`config.mk`:
```
export PLATFORM = sky130hd
export DESIGN_NAME = fsync_gen
export DESIGN_NICKNAME = d
export VERILOG_FILES = /design/src/rtl/fsg_pkg.sv /design/src/rtl/fsg_phase_ctr.sv /design/src/rtl/fsg_pulse_shaper.sv /design/src/rtl/fsg_out_stage.sv /design/src/rtl/fsync_gen.sv
export SDC_FILE = /design/constraint.sdc
export NUM_CORES = 1
export LEC_CHECK = 0
export BUFFER_PORTS_ARGS = -buffer_cell sky130_fd_sc_hd__buf_2
export CAP_MARGIN = 10
export CELL_PAD_IN_SITES_DETAIL_PLACEMENT = 1
export CELL_PAD_IN_SITES_GLOBAL_PLACEMENT = 1
export CORE_MARGIN = 4
export CORE_UTILIZATION = 49
export CTS_BUF_LIST = sky130_fd_sc_hd__clkbuf_4 sky130_fd_sc_hd__clkbuf_8
export DETAILED_ROUTE_END_ITERATION = 8
export PLACE_DENSITY = 0.86
export SLEW_MARGIN = 20
export SYNTH_ARGS = -nofsm -noshare
export SYNTH_HDL_FRONTEND = slang
export SYNTH_SLANG_ARGS = --single-unit
```
`constraint.sdc`:
```
create_clock -name clk -period 3.9 [get_ports clk]
set_clock_uncertainty 0.05 [all_clocks]
set_input_delay 0.78 -clock clk [delete_from_list [all_inputs] [get_ports clk]]
set_output_delay 0.78 -clock clk [all_outputs]
set_load 0.02 [all_outputs]
```
`src/rtl/fsg_pkg.sv`:
```
package fsg_pkg;
  typedef enum logic {
    FS_SQUARE = 1'b0,
    FS_PULSED = 1'b1
  } fs_shape_e;
endpackage

```
`src/rtl/fsg_phase_ctr.sv`:
```
module fsg_phase_ctr #(
  parameter int DIV = 19440
) (
  input  logic                   clk,
  input  logic                   rst,
  input  logic                   reload,
  output logic [$clog2(DIV)-1:0] cnt,
  output logic                   at_start,
  output logic                   at_mid,
  output logic                   first_half
);
  localparam int CW = $clog2(DIV);
  localparam logic [CW-1:0] LAST_C = CW'(DIV - 1);
  localparam logic [CW-1:0] HALF_C = CW'(DIV / 2);

  always_ff @(posedge clk) begin
    if (rst || reload)      cnt <= '0;
    else if (cnt == LAST_C) cnt <= '0;
    else                    cnt <= cnt + CW'(1);
  end

  assign at_start   = (cnt == '0);
  assign at_mid     = (cnt == HALF_C);
  assign first_half = (cnt < HALF_C);

  AST_CNT_BOUND: assert property (@(posedge clk) disable iff (rst)
    cnt <= LAST_C);
  AST_CNT_WRAP: assert property (@(posedge clk) disable iff (rst)
    (!reload && cnt == LAST_C) |=> (cnt == '0));
  AST_CNT_STEP: assert property (@(posedge clk) disable iff (rst)
    (!reload && cnt != LAST_C) |=> (cnt == $past(cnt) + CW'(1)));
  AST_CNT_RELOAD: assert property (@(posedge clk) disable iff (rst)
    reload |=> (cnt == '0));
endmodule

```
`src/rtl/fsg_pulse_shaper.sv`:
```
module fsg_pulse_shaper (
  input  logic clk,
  input  logic rst,
  input  logic edge_hit,
  input  logic tick,
  input  logic flush,
  output logic pulse
);
  logic armed;

  always_ff @(posedge clk) begin
    if (rst || flush) begin
      pulse <= 1'b0;
      armed <= 1'b0;
    end else if (tick) begin
      if (pulse) begin
        pulse <= 1'b0;
        armed <= edge_hit | armed;
      end else begin
        pulse <= edge_hit | armed;
        armed <= 1'b0;
      end
    end else if (edge_hit) begin
      armed <= 1'b1;
    end
  end

  AST_PULSE_DROP: assert property (@(posedge clk) disable iff (rst)
    (pulse && tick && !flush) |=> !pulse);
  AST_PULSE_QUIET: assert property (@(posedge clk) disable iff (rst)
    (!tick && !flush) |=> (pulse == $past(pulse)));
  AST_PULSE_FLUSH: assert property (@(posedge clk) disable iff (rst)
    flush |=> (!pulse && !armed));
endmodule

```
`src/rtl/fsg_out_stage.sv`:
```
module fsg_out_stage
  import fsg_pkg::*;
(
  input  logic      clk,
  input  logic      rst,
  input  logic      en,
  input  logic      inv,
  input  fs_shape_e shape,
  input  logic      square,
  input  logic      pulse,
  output logic      out
);
  logic shaped;

  always_comb begin
    if (!en)                    shaped = 1'b0;
    else if (shape == FS_PULSED) shaped = pulse;
    else                        shaped = square;
  end

  always_ff @(posedge clk) begin
    if (rst) out <= 1'b0;
    else     out <= shaped ^ inv;
  end

  AST_OUT_OFF: assert property (@(posedge clk) disable iff (rst)
    !en |=> (out == $past(inv)));
  AST_OUT_RESET: assert property (@(posedge clk)
    rst |=> (out == 1'b0));
endmodule

```
`src/rtl/fsync_gen.sv`:
```
module fsync_gen
  import fsg_pkg::*;
#(
  parameter int DIV = 19440
) (
  input  logic clk,
  input  logic rst,
  input  logic fs_en,
  input  logic fs_inv,
  input  logic fs_pulse,
  input  logic fs_at_fall,
  input  logic aux_tick,
  input  logic ext_sync,
  input  logic ext_sync_en,
  output logic fsync
);
  localparam int CW = $clog2(DIV);
  localparam logic [CW-1:0] LAST_C = CW'(DIV - 1);

  logic [CW-1:0] ctr_cnt;
  logic          at_start, at_mid, first_half;
  logic          reload, edge_hit, pulse;
  fs_shape_e     shape;

  assign reload   = ext_sync & ext_sync_en;
  assign edge_hit = fs_at_fall ? at_mid : at_start;
  assign shape    = fs_pulse ? FS_PULSED : FS_SQUARE;

  fsg_phase_ctr #(.DIV(DIV)) u_ctr (
    .clk        (clk),
    .rst        (rst),
    .reload     (reload),
    .cnt        (ctr_cnt),
    .at_start   (at_start),
    .at_mid     (at_mid),
    .first_half (first_half)
  );

  fsg_pulse_shaper u_shp (
    .clk      (clk),
    .rst      (rst),
    .edge_hit (edge_hit),
    .tick     (aux_tick),
    .flush    (reload),
    .pulse    (pulse)
  );

  fsg_out_stage u_out (
    .clk    (clk),
    .rst    (rst),
    .en     (fs_en),
    .inv    (fs_inv),
    .shape  (shape),
    .square (first_half),
    .pulse  (pulse),
    .out    (fsync)
  );

  AST_RESYNC_GATED: assert property (@(posedge clk) disable iff (rst)
    (ext_sync && !ext_sync_en && ctr_cnt != LAST_C) |=> (ctr_cnt != '0));
  AST_RESET_PHASE: assert property (@(posedge clk)
    rst |=> (ctr_cnt == '0));
endmodule

```
== Word level (Yosys, flattened, before mapping) ==
Cells that the tools add are included.

* Flip-flop bits (word level): 18
* Bits in latches: 0
* Memory bits (writable): 0
* Memory bits (read-only): 0
* Input port bits: 9
* Output and inout bits: 1
* Word-level logic and storage cells: 23
* Memories kept: 0

* $add $sub $neg: 1
* Multipliers: 0
* Div/mod/pow operators: 0
* Magnitude comparators: 1
* Equal/unequal tests: 2
* Shift-type cells: 0
* Muxes and demuxes: 8
* Bitwise gates (word level): 3
* Reduce and logical (&&, ||, !) cells: 4

{| class="wikitable"
|+ Operator list
! kind !! count
|-
| $add A15 B1 Y15 const B || 1
|-
| $eq A15 B14 Y1 const B || 1
|-
| $eq A15 B15 Y1 const B || 1
|-
| $logic_not A15 Y1 || 1
|-
| $lt A15 B14 Y1 const B || 1
|-
| $mux W1 || 8
|-
| $reduce_bool A2 Y1 || 1
|-
| $reduce_or A2 Y1 || 1
|-
| $and A1 B1 Y1 || 1
|-
| $logic_or A1 B1 Y1 || 1
|-
| $or A1 B1 Y1 || 1
|-
| $xor A1 B1 Y1 || 1
|}

== Longest topological paths before layout ==
* Depth after elaboration: 5
* Depth in mapped cells: 5
* Depth with buffers taken out: 5

== Modules after synthesis ==
Synthesis repeated with hierarchy kept, for this count alone.

* Cell total of the unflattened synthesis: 106
* Area, all modules: 939.7 um^2

{| class="wikitable"
|+ Modules (own cells, without submodules)
! module !! times used !! cells each !! area each (um^2) !! sequential area each (um^2)
|-
| fsg_phase_ctr || 1 || 90 || 773.2 || 300.3
|-
| fsg_pulse_shaper || 1 || 8 || 82.6 || 40.0
|-
| fsg_out_stage || 1 || 6 || 62.6 || 20.0
|-
| fsync_gen || 1 || 2 || 21.3 || 0.0
|}

== Worst setup path before layout ==
Ideal clock, no wire load.

* Path type: reg-to-reg
* Start: reg u_ctr.cnt[4]
* End: reg u_ctr.cnt[12]
* Library setup time: 0.115 ns
* Arrival time: 1.536 ns
* Required time: 3.735 ns
* Setup slack: 2.199 ns
* Stages on the path, launching flop included: 5
* Buffers on the path: 1
* Period minus slack after synthesis: 1.701 ns
* Cells stage by stage: dfxtp_1 -> or4_4 -> o41ai_4 -> buf_6 -> nor2_1

* Word-level cells in the longest chain between the ends: 2
* Elaborated cells between the ends (all ways): 3
* Classes of those cells: add/sub: 1; eq/ne: 1; reduce/logical: 1

{| class="wikitable"
|+ Ends and longest elaborated chain
! what !! line !! text
|-
| start: declaration || fsg_phase_ctr.sv:7 || <nowiki>output logic [$clog2(DIV)-1:0] cnt,</nowiki>
|-
| start signal: assignment || fsg_phase_ctr.sv:19 || <nowiki>else cnt <= cnt + CW'(1);</nowiki>
|-
| branches (longest 2 deep; another with $add A15 B1 Y15) || n/a ||
|}

Several ways; the timed one is not identified.
A chain may end at the register's enable or synchronous reset.

== Worst setup path in the final report ==
* Start: reg u_ctr.cnt[4]
* End: reg u_ctr.cnt[8]

The elaborated chain is that of the path after synthesis.

==> flow_summary.toml <==
[min_path]
hp-class = "register to register"
min-delay-start = "u_ctr.cnt[0]$_SDFF_PP0_"
hold_depth = 1

[timing]
post-route-period-util_pct = 53.1
relSlewSlack_pct = 46.7
rsz0062_at_grt = "false"
fmax_ghz = 0.483
fin_ws_ns = 1.83
min_period_ns = 2.07
maxSlewViolCount = 0
setup_violations = 0
hold_viol = 0
worstMarginPinSlew_ns = 0.797
tns_ns = 0

[placement]
io_buffers = 9
gp_congestion = 0.795
dp_hpwl_um = 1670
place_ws_ns = 1.85

[finish]
diodes = 0
utilization_pct = 58.3
area_growth_syn_to_layout_pct = 8.26
num-nets-final = 133
drive_above_1_share_pct = 14.0

[synthesis]
async_flop_share_pct = 0
syn_nets = 122
synth_top_cell_by_area = "dfxtp_1"
yosys-top-cells-area = "dfxtp_1 37%, nor2_1 7.4%, xor2_1 5.4%, xnor2_1 4.5%, nand4_1 3.9%"
syn_area_per_cell_um2 = 8.74
yosysMostFrequentCell = "nor2_1"
synth-edff-count = 0
ys_ff_latch = 18
ys_seq_area_share_pct = 37.2
synth_ff_type = "dfxtp_1"
yosysWarnings = 0
synthCells = 111
synth_cell_type_count = 35
synth_common_cells = "19 x nor2_1, 18 x dfxtp_1, 6 x nand2_1, 6 x nand4_1, 6 x xor2_1"
syn_area_um2 = 970
synth_top_area_share_pct = 37.2

[clock_tree]
cts_buffers = 3
cts_root_buf = "clkbuf_4"
cts.sinks = 18
hold_buffers = 0
clkLatencyLatePin_ns = 0.30
cts_setup_buffers = 0
cts_tree = "built"
clockBufferDepth = 2
post_cts_resized = 0
cts_max_level = 1
clk_pin_slew_worst_paths_ns = 0.11

[critical_path]
max_stage_delay_ns = 0.77
end_kind = "register"
cp_data_required_time_ns = 4.00
path_buf_inv = 0
crit_type = "register to register"
critical_path.slowest_cell = "o41ai_4"
worst_r2r_startpoint = "u_ctr.cnt[4]$_SDFF_PP0_"
reg2reg_slack_ns = 1.83
worstPathMaxFanout = 14
path_cells = "or4_4 > o41ai_4 > a21oi_1"
crit_start = "u_ctr.cnt[4]$_SDFF_PP0_"
cp.depth = 3
cp_top_family = "compound AO/OA/AOI/OAI gates"
critPathLaunchType = "register"
rr_worst_depth = 3
arrival_ns = 2.17

[power_and_ir_drop]
swShare_pct = 23.6
powerDensity_mw_per_mm2 = 320
pwr-share-clk_pct = 35.2
seq_power_share_pct = 56.9
switchingPower_w = 0.0000792
power_frac_comb_pct = 7.9
intPower_w = 0.000256
power_w = 0.000335
vdd_drop_max_mv = 0.239
leakagePower_nw = 0.390

[floorplanning]
die_h_um = 52.5
dieArea_mm2 = 0.00275
fp-row-count = 15
initial_utilization_pct = 53.8
coreArea_mm2 = 0.00180
io_pins = 10
die_w_um = 52.5

[routing]
drt_iter0_drc = 14
dr.pass1.iters = 4
remaining_drc_errors = 0
vias_per_cell = 5.95
finalWirelength_um = 2340
vias = 868
ant_nets = 0
wl_per_cell_um = 16.0

[run_status]
status = "complete, no violations"

[global_route]
grt_pass1_wl_um = 4010
grt_pass1_vias = 855
met3_usage_pct = 3.13
busiest_layer = "met2"
antenna_found_initial = 0
met1_usage_pct = 24.7
grt_usage_pct = 20.0
grt_max_degree = 15
grt_overflow_total = 0
grt_use_met2_pct = 32.6

[run]
max_cap_viol_count = 0
-- metal layers --
layer	up-vias	part of all wire, %
li1	421	-
met1	420	44
met2	18	50
met3	9	2.6
met4	0	3.4
met5	-	0
-- cell usage in the layout (no fill, tap or decap), types with 2 or more instances in the layout --
cell / n
or3_1: 2
a21oi_1: 5
and4_1: 3
nand2b_1: 2
o21ai_0: 2
xnor2_1: 5
nand3_1: 4
nor3_1: 3
clkbuf_4: 3
nor4_1: 3
and3_1: 2
inv_1: 4
xor2_1: 6
ha_1: 2
nand2_1: 6
nor2_1: 19
buf_2: 9
nand4_1: 6
o211ai_1: 2
dfxtp_1: 18
-- cell type report --
type	count	area (µm²)
Fill cell	230	752
Multi-Input combinational cell	86	562
Sequential cell	18	360
Timing Repair Buffer	9	45.0
Clock buffer	4	36.3
Tap cell	25	31.3
Inverter	4	15.0
-- registers in the layout, summed over array words and instances, names as in the netlist --
signal / cells
u_ctr.cnt: 15
u_out.out: 1
u_shp.armed: 1
u_shp.pulse: 1
-- power by group through the flow --
stage	logic, W	clock network, W	registers [W]
final	0.0000264	0.000118	0.000191
after global routing	0.0000303	0.000129	0.000192
after CTS	0.0000266	0.000122	0.000191
after detailed placement	0.0000264	0	0.000195
after global placement	0.0000252	0	0.000195
after floorplan	0.0000171	0	0.000195
-- final timing paths --
path                                                 to
worst max-delay path            u_ctr.cnt[8]$_SDFF_PP0_
worst min-delay path            u_ctr.cnt[0]$_SDFF_PP0_
worst max register to register  u_ctr.cnt[8]$_SDFF_PP0_
worst min register to register  u_ctr.cnt[0]$_SDFF_PP0_
-- cell families after synthesis --
| group | count (synthesis) | synth area share, % |
|---|---|---|
| and+or+nand+nor | 57 | 32.1 |
| DFF | 18 | 37.2 |
| AOI/OAI and AO/OA | 15 | 12.3 |
| xor gates and xnor gates | 11 | 9.94 |
| buffers and inverters | 7 | 4.90 |
| adders and majority gates | 2 | 2.58 |
| muxes | 1 | 1.03 |
-- stage by stage --
| stage | cell area [µm²] | cells | hold WS, ns |
|---|---|---|---|
| floorplan | 970 | 111 | 0.387 |
| detailed placement | 1010 | 142 | 0.422 |
| CTS | 1050 | 146 | 0.446 |
| global placement | 1010 | 142 | 0.409 |
| finish | 1050 | 146 | 0.435 |
| global route | 1050 | 146 | 0.474 |
-- worst reg2reg max path, stage by stage (launching register included) --
cell and delay, ns:
dfxtp_1 0.39, or4_4 0.57, o41ai_4 0.78, a21oi_1 0.14
Power figures use the tool's default switching activity.
